**config.mk**
```make
export PLATFORM = sky130hd
export DESIGN_NAME = irq_tree_ctrl
export DESIGN_NICKNAME = d
export VERILOG_FILES = /design/src/rtl/irq_tree_pkg.sv /design/src/rtl/irq_edge_latch.sv /design/src/rtl/irq_port_node.sv /design/src/rtl/irq_tree_ctrl.sv
export SDC_FILE = /design/constraint.sdc
export NUM_CORES = 1
export LEC_CHECK = 0
export BUFFER_PORTS_ARGS = -buffer_cell sky130_fd_sc_hd__buf_4
export CORE_MARGIN = 5
export CORE_UTILIZATION = 63
export CTS_CLUSTER_DIAMETER = 150
export CTS_CLUSTER_SIZE = 16
export DETAILED_ROUTE_END_ITERATION = 7
export PLACE_DENSITY = 0.84
export SLEW_MARGIN = 20
export SYNTH_ARGS = -nofsm -noshare
export SYNTH_HDL_FRONTEND = slang
export SYNTH_SLANG_ARGS = --single-unit
```
**constraint.sdc**
```tcl
create_clock -name clk -period 3.2 [get_ports clk]
set_clock_uncertainty 0.15 [all_clocks]
set_input_delay 0.64 -clock clk [delete_from_list [all_inputs] [get_ports clk]]
set_output_delay 0.64 -clock clk [all_outputs]
set_load 0.02 [all_outputs]
```
**src/rtl/irq_tree_pkg.sv**
```systemverilog
package irq_tree_pkg;

    localparam int unsigned ADDR_W   = 8;
    localparam int unsigned DATA_W   = 8;
    localparam int unsigned SUM_W    = 4;

    // address fields
    localparam int unsigned GLOB_BIT = 7;
    localparam int unsigned PORT_MSB = 6;
    localparam int unsigned PORT_LSB = 3;

    // per-port register offsets
    localparam logic [2:0] OFS_TX_EVT = 3'd0;
    localparam logic [2:0] OFS_RX_EVT = 3'd1;
    localparam logic [2:0] OFS_TX_EN  = 3'd2;
    localparam logic [2:0] OFS_RX_EN  = 3'd3;
    localparam logic [2:0] OFS_SUM    = 3'd4;
    localparam logic [2:0] OFS_SUM_EN = 3'd5;

    // global register offsets
    localparam logic [2:0] GOFS_SUM   = 3'd0;
    localparam logic [2:0] GOFS_EN    = 3'd1;
    localparam logic [2:0] GOFS_CTRL  = 3'd2;

    localparam int unsigned PIN_EN_BIT = 3;

    // summary bit positions
    localparam int unsigned SUM_TX  = 0;
    localparam int unsigned SUM_RX  = 1;
    localparam int unsigned SUM_SEC = 2;
    localparam int unsigned SUM_EXT = 3;

    typedef enum logic {
        PIN_QUIET  = 1'b0,
        PIN_RAISED = 1'b1
    } pin_state_e;

endpackage

```
**src/rtl/irq_edge_latch.sv**
```systemverilog
module irq_edge_latch #(
    parameter int unsigned          WIDTH     = 8,
    parameter logic [WIDTH-1:0]     DUAL_MASK = '0
) (
    input  logic             clk,
    input  logic             rst,
    input  logic [WIDTH-1:0] raw,
    input  logic             rd_clr,
    output logic [WIDTH-1:0] lat,
    output logic [WIDTH-1:0] evt
);

    logic [WIDTH-1:0] prev_q;

    // rising edges always count; falling edges only where dual-event
    always_comb begin
        evt = (raw & ~prev_q) | (~raw & prev_q & DUAL_MASK);
    end

    always_ff @(posedge clk) begin
        if (rst) begin
            prev_q <= '0;
            lat    <= '0;
        end else begin
            prev_q <= raw;
            // a new event wins over a clearing read
            lat    <= (rd_clr ? '0 : lat) | evt;
        end
    end

endmodule

```
**src/rtl/irq_port_node.sv**
```systemverilog
module irq_port_node
    import irq_tree_pkg::*;
#(
    parameter int unsigned          LVL1_W  = 8,
    parameter logic [LVL1_W-1:0]    TX_DUAL = '0,
    parameter logic [LVL1_W-1:0]    RX_DUAL = '0
) (
    input  logic              clk,
    input  logic              rst,
    input  logic [LVL1_W-1:0] tx_raw,
    input  logic [LVL1_W-1:0] rx_raw,
    input  logic              onesec_irq,
    input  logic              ext_irq,
    input  logic              sel_port,
    input  logic              bus_wr,
    input  logic [2:0]        ofs,
    input  logic [LVL1_W-1:0] wdata,
    output logic [LVL1_W-1:0] tx_lat,
    output logic [LVL1_W-1:0] rx_lat,
    output logic [LVL1_W-1:0] tx_evt,
    output logic [LVL1_W-1:0] rx_evt,
    output logic [LVL1_W-1:0] tx_en,
    output logic [LVL1_W-1:0] rx_en,
    output logic [SUM_W-1:0]  sum,
    output logic [SUM_W-1:0]  sum_en,
    output logic              port_req
);

    logic wr_hit;
    logic rd_hit;

    assign wr_hit = sel_port & bus_wr;
    assign rd_hit = sel_port & ~bus_wr;

    irq_edge_latch #(
        .WIDTH     (LVL1_W),
        .DUAL_MASK (TX_DUAL)
    ) tx_latch_i (
        .clk    (clk),
        .rst    (rst),
        .raw    (tx_raw),
        .rd_clr (rd_hit && ofs == OFS_TX_EVT),
        .lat    (tx_lat),
        .evt    (tx_evt)
    );

    irq_edge_latch #(
        .WIDTH     (LVL1_W),
        .DUAL_MASK (RX_DUAL)
    ) rx_latch_i (
        .clk    (clk),
        .rst    (rst),
        .raw    (rx_raw),
        .rd_clr (rd_hit && ofs == OFS_RX_EVT),
        .lat    (rx_lat),
        .evt    (rx_evt)
    );

    always_ff @(posedge clk) begin
        if (rst) begin
            tx_en  <= '0;
            rx_en  <= '0;
            sum_en <= '0;
        end else if (wr_hit) begin
            if (ofs == OFS_TX_EN)  tx_en  <= wdata;
            if (ofs == OFS_RX_EN)  rx_en  <= wdata;
            if (ofs == OFS_SUM_EN) sum_en <= wdata[SUM_W-1:0];
        end
    end

    always_comb begin
        sum          = '0;
        sum[SUM_TX]  = |(tx_lat & tx_en);
        sum[SUM_RX]  = |(rx_lat & rx_en);
        sum[SUM_SEC] = onesec_irq;
        sum[SUM_EXT] = ext_irq;
        port_req     = |(sum & sum_en);
    end

endmodule

```
**src/rtl/irq_tree_ctrl.sv**
```systemverilog
module irq_tree_ctrl
    import irq_tree_pkg::*;
#(
    parameter int unsigned          NUM_PORTS    = 4,
    parameter int unsigned          LVL1_W       = 8,
    parameter logic [LVL1_W-1:0]    TX_DUAL_MASK = 8'h0F,
    parameter logic [LVL1_W-1:0]    RX_DUAL_MASK = 8'h8F
) (
    input  logic                          clk,
    input  logic                          rst,
    input  logic [NUM_PORTS*LVL1_W-1:0]   tx_stat,
    input  logic [NUM_PORTS*LVL1_W-1:0]   rx_stat,
    input  logic [NUM_PORTS-1:0]          onesec_irq,
    input  logic [NUM_PORTS-1:0]          ext_irq,
    input  logic                          bus_sel,
    input  logic                          bus_wr,
    input  logic [ADDR_W-1:0]             bus_addr,
    input  logic [DATA_W-1:0]             bus_wdata,
    output logic [DATA_W-1:0]             bus_rdata,
    output logic                          irq_n
);

    localparam int unsigned PFIELD_W = PORT_MSB - PORT_LSB + 1;

    logic [NUM_PORTS-1:0][LVL1_W-1:0] tx_lat_a, rx_lat_a, tx_en_a, rx_en_a;
    logic [NUM_PORTS-1:0][SUM_W-1:0]  sum_a, sum_en_a;
    logic [NUM_PORTS*LVL1_W-1:0]      tx_lat_all, rx_lat_all, tx_evt_all, rx_evt_all;
    logic [NUM_PORTS-1:0]             glob_sum;
    logic [NUM_PORTS-1:0]             port_en_q;
    logic                             pin_en_q;
    logic                             pin_gate;
    logic [2:0]                       ofs;
    logic                             glob_sel;
    logic [PFIELD_W-1:0]              port_field;
    logic [DATA_W-1:0]                rd_mux;
    pin_state_e                       pin_q, pin_d;

    assign ofs        = bus_addr[2:0];
    assign glob_sel   = bus_addr[GLOB_BIT];
    assign port_field = bus_addr[PORT_MSB:PORT_LSB];

    // ---------------- per-port first and second tiers ----------------
    for (genvar gp = 0; gp < NUM_PORTS; gp++) begin : g_port
        logic sel_p;
        assign sel_p = bus_sel & ~glob_sel & (port_field == PFIELD_W'(gp));

        irq_port_node #(
            .LVL1_W  (LVL1_W),
            .TX_DUAL (TX_DUAL_MASK),
            .RX_DUAL (RX_DUAL_MASK)
        ) node_i (
            .clk        (clk),
            .rst        (rst),
            .tx_raw     (tx_stat[gp*LVL1_W +: LVL1_W]),
            .rx_raw     (rx_stat[gp*LVL1_W +: LVL1_W]),
            .onesec_irq (onesec_irq[gp]),
            .ext_irq    (ext_irq[gp]),
            .sel_port   (sel_p),
            .bus_wr     (bus_wr),
            .ofs        (ofs),
            .wdata      (bus_wdata[LVL1_W-1:0]),
            .tx_lat     (tx_lat_a[gp]),
            .rx_lat     (rx_lat_a[gp]),
            .tx_evt     (tx_evt_all[gp*LVL1_W +: LVL1_W]),
            .rx_evt     (rx_evt_all[gp*LVL1_W +: LVL1_W]),
            .tx_en      (tx_en_a[gp]),
            .rx_en      (rx_en_a[gp]),
            .sum        (sum_a[gp]),
            .sum_en     (sum_en_a[gp]),
            .port_req   (glob_sum[gp])
        );

        assign tx_lat_all[gp*LVL1_W +: LVL1_W] = tx_lat_a[gp];
        assign rx_lat_all[gp*LVL1_W +: LVL1_W] = rx_lat_a[gp];
    end

    // ---------------- third tier and general control ----------------
    always_ff @(posedge clk) begin
        if (rst) begin
            port_en_q <= '0;
            pin_en_q  <= 1'b0;
        end else if (bus_sel && bus_wr && glob_sel) begin
            if (ofs == GOFS_EN)   port_en_q <= bus_wdata[NUM_PORTS-1:0];
            if (ofs == GOFS_CTRL) pin_en_q  <= bus_wdata[PIN_EN_BIT];
        end
    end

    assign pin_gate = (|(glob_sum & port_en_q)) & pin_en_q;

    // ---------------- pin state machine ----------------
    always_comb begin
        pin_d = pin_q;
        unique case (pin_q)
            PIN_QUIET:  if (pin_gate)  pin_d = PIN_RAISED;
            PIN_RAISED: if (!pin_gate) pin_d = PIN_QUIET;
            default:                   pin_d = PIN_QUIET;
        endcase
    end

    always_ff @(posedge clk) begin
        if (rst) pin_q <= PIN_QUIET;
        else     pin_q <= pin_d;
    end

    always_comb begin
        irq_n = (pin_q != PIN_RAISED);
    end

    // ---------------- read path ----------------
    always_comb begin
        rd_mux = '0;
        if (glob_sel) begin
            unique case (ofs)
                GOFS_SUM:  rd_mux = DATA_W'(glob_sum);
                GOFS_EN:   rd_mux = DATA_W'(port_en_q);
                GOFS_CTRL: rd_mux[PIN_EN_BIT] = pin_en_q;
                default:   rd_mux = '0;
            endcase
        end else begin
            for (int p = 0; p < NUM_PORTS; p++) begin
                if (port_field == PFIELD_W'(p)) begin
                    unique case (ofs)
                        OFS_TX_EVT: rd_mux = DATA_W'(tx_lat_a[p]);
                        OFS_RX_EVT: rd_mux = DATA_W'(rx_lat_a[p]);
                        OFS_TX_EN:  rd_mux = DATA_W'(tx_en_a[p]);
                        OFS_RX_EN:  rd_mux = DATA_W'(rx_en_a[p]);
                        OFS_SUM:    rd_mux = DATA_W'(sum_a[p]);
                        OFS_SUM_EN: rd_mux = DATA_W'(sum_en_a[p]);
                        default:    rd_mux = '0;
                    endcase
                end
            end
        end
    end

    always_ff @(posedge clk) begin
        if (rst)                     bus_rdata <= '0;
        else if (bus_sel && !bus_wr) bus_rdata <= rd_mux;
    end

endmodule

```
==> metrics <==
status finished clean; area grow syn2layout 13.0%; WP data required approximately 3.4 ns; Slew Limit Fails 0; GRT Total Usage 28.3%; FF+latch count, synth between 200 and 250; sequential share of the synthesized area 45.4%; Netlist Area Pre-Place 9780 um2; actual slew at the worst max-slew pin 0.660 ns; htree depth 1; Final HPWL DP roughly 19 mm; hold_buf cts 0; final net count about 1200; FMAX 0.419 GHz; # setup viols final 0; Adder-Cell Fraction of Synth Area 0%; DIE HEIGHT 135 um; final WL 26.4 mm; Resized cells post-CTS 0; Die Area 18100 um2; Startpoint Class input port; Hold Fails Final Rpt 0; crit path capture type flip-flop; core area 15200 um2; post-synthesis compound-gate area fraction ~16%; Async SR Flop Fraction 0%; vias in the first global route approximately 7600; insertion delay to the later sink of the worst-skew pair 0.49 ns; P_int between 4 and 5 mW; CP arrival 2.58 ns; n_diodes 0; kind of critical path input port to flip-flop; I/O pin total 101; sequential power share 54.8%; DR WL/cell 20.3 um; GRT overflow 0; Clock transition at path regs 0.07 ns; CTS tree built; PwrDens 491 nW/um2; Tcrit/Tclk final 74.5%; worst hold slack about 0.22 ns; vias 8216; Switching Share 24.3%; Fin Setup TNS 0 ns; post-layout util 72.7%; number of synthesized flops with an enable pin 0; Synth warnings 0; Lkg Pwr 4.54 nW; Num CTS Buffers 17; largest net degree at the start of global routing between 80 and 90; largest family of logic cells by synthesized area simple AND/OR/NAND/NOR gates; Final min period 2.38 ns; Root Buffer clkbuf_16; peak supply drop approximately 440 uV; clock group share of total power 34.8%; width of the chip between 100 and 150 um; max-cap viol count 0; portion of netlist area occupied by mux cells 12.8%; Pwr Total 5.43 mW; maximum root-to-sink buffer count 3; worst r2r path cells 6; Netlist cell types 68; relative slew slack 56.0%; IO buf count 100; antenna violations before repair 0; CP max FO 22; first-iteration detailed-routing DRC count 1024; # Post-CTS Setup Buffers 0; Synth Area in XOR/XNOR under 10%; CTS Sinks 222; vias per std cell 6.32; initial core utilization 64.3%; Primary FF master, synth dfxtp_1; Synth Area in Simple Gates 18.8%; Min-Delay Path Class input port to flip-flop; Syn Nets 1130; hold path cells 2; P_sw about 1.3 mW; Mean Syn Cell Area approximately 9.4 um2; 1st-pass router iterations 6; share of layout cells above drive strength 1 16.1%; # rows 45; remaining antenna violation count after routing 0; Residual DRC 0; combinational power share 10.4%; Routability Congestion 0.986; Synth Instances 1038; RSZ-0062 raised after global routing no; fillcell total 1184; first-pass GRT wire length 41.0 mm
-- per-layer routing --
metal / global-route usage (%) / vias up / wire length (um)
met5: 0 / - / 0
met1: 38.6 / 3866 / 10600
met3: 5.10 / 77 / 2630
li1: - / 3802 / -
met4: 10.7 / 0 / 1130
met2: 45.1 / 471 / 12100
-- state kept, by name, indices dropped and copies added (netlist names) --
signal / flops
g_port.node_i.rx_latch_i.prev_q: 32
g_port.node_i.sum_en: 16
port_en_q: 4
pin_q: 1
g_port.node_i.rx_latch_i.lat: 32
g_port.node_i.tx_latch_i.lat: 32
g_port.node_i.tx_latch_i.prev_q: 32
g_port.node_i.tx_en: 32
pin_en_q: 1
g_port.node_i.rx_en: 32
bus_rdata: 8
-- metrics by stage --
stage	cell area (um2)	std cells	worst slack, ns
finish	11000	1301	0.816
global route	11000	1301	0.771
CTS	11000	1301	0.879
detailed placement	10600	1282	0.367
global placement	10600	1282	0.360
floorplan	9780	1038	0.993
-- final timing paths --
kind,startpoint,slack (ns),end
max,bus_addr[0],0.82,bus_rdata[5]$_SDFFE_PP0P_
min,tx_stat[23],0.22,g_port[2].node_i.tx_latch_i.prev_q[7]$_SDFF_PP0_
max reg2reg,g_port[0].node_i.rx_latch_i.lat[5]$_SDFF_PP0_,0.90,bus_rdata[0]$_SDFFE_PP0P_
min reg2reg,g_port[2].node_i.rx_latch_i.prev_q[4]$_SDFF_PP0_,0.33,g_port[2].node_i.rx_latch_i.lat[4]$_SDFF_PP0_
-- critical path: stages --
cell and delay, ns:
buf_4 0.28, buf_4 0.36, mux4_1 0.67, a22oi_1 0.31, o21ai_0 0.14, nand3_1 0.10
a21oi_1 0.06
-- cell type report --
class	count	area, um2	share of cell area, %
inverters	14	52.6	0.476
clock inverters	1	8.76	0.0793
clock buffers	18	439	3.97
flip-flops and latches	222	4440	40.2
multi-input cells	738	4940	44.7
repair buffers	120	930	8.41
well taps	188	235	2.13
-- logic make-up (layout without fill, tap and decap cells) --
group                     Yosys count  in the layout
buffers and inverters              78            153
muxes                              97             97
xor gates and xnor gates           36             36
DFF                               222            222
AOI/OAI and AO/OA                 252            252
and+or+nand+nor                   353            353
-- synthesized netlist by cell type (9+ instances only) --
master | instances | area (um2)
a21oi_1 | 114 | 571
a22oi_1 | 36 | 270
clkbuf_1 | 43 | 161
dfxtp_1 | 222 | 4440
inv_1 | 12 | 45.0
mux2i_1 | 74 | 741
mux4_1 | 10 | 263
mux4_2 | 9 | 203
nand2_1 | 63 | 236
nand3_1 | 12 | 60.1
nand4_1 | 10 | 62.6
nor2_1 | 131 | 492
nor2b_1 | 89 | 557
o21ai_0 | 47 | 235
xor2_1 | 36 | 315
-- power by group through the flow --
stage | clock network [mW] | registers (mW) | logic (mW)
3_5_place_dp | 0 | 3.04 | 0.551
2_1_floorplan | 0 | 3.00 | 0.352
4_1_cts | 1.92 | 2.97 | 0.555
6_report | 1.89 | 2.98 | 0.562
5_1_grt | 2.03 | 2.99 | 0.608
3_3_place_gp | 0 | 3.03 | 0.539
-- placed cells by master, fill, tap and decap left out, types with 5 or more instances in the layout --
cell / Yosys / routed
nand2_1: 63 / 63
a22oi_1: 36 / 36
nor2b_1: 89 / 89
a211oi_1: 7 / 7
inv_1: 12 / 12
nor2_1: 131 / 131
nand3_1: 12 / 12
a21oi_1: 114 / 114
mux2i_1: 74 / 74
nor2_4: 5 / 5
nand4_1: 10 / 10
o21ai_0: 47 / 47
a22o_1: 8 / 8
clkbuf_16: 0 / 17
xor2_1: 36 / 36
buf_4: 7 / 117
nand2b_1: 5 / 5
dfxtp_1: 222 / 222
a221oi_1: 6 / 6
mux4_1: 10 / 10
mux4_2: 9 / 9
(Power assumes the default switching activity.)
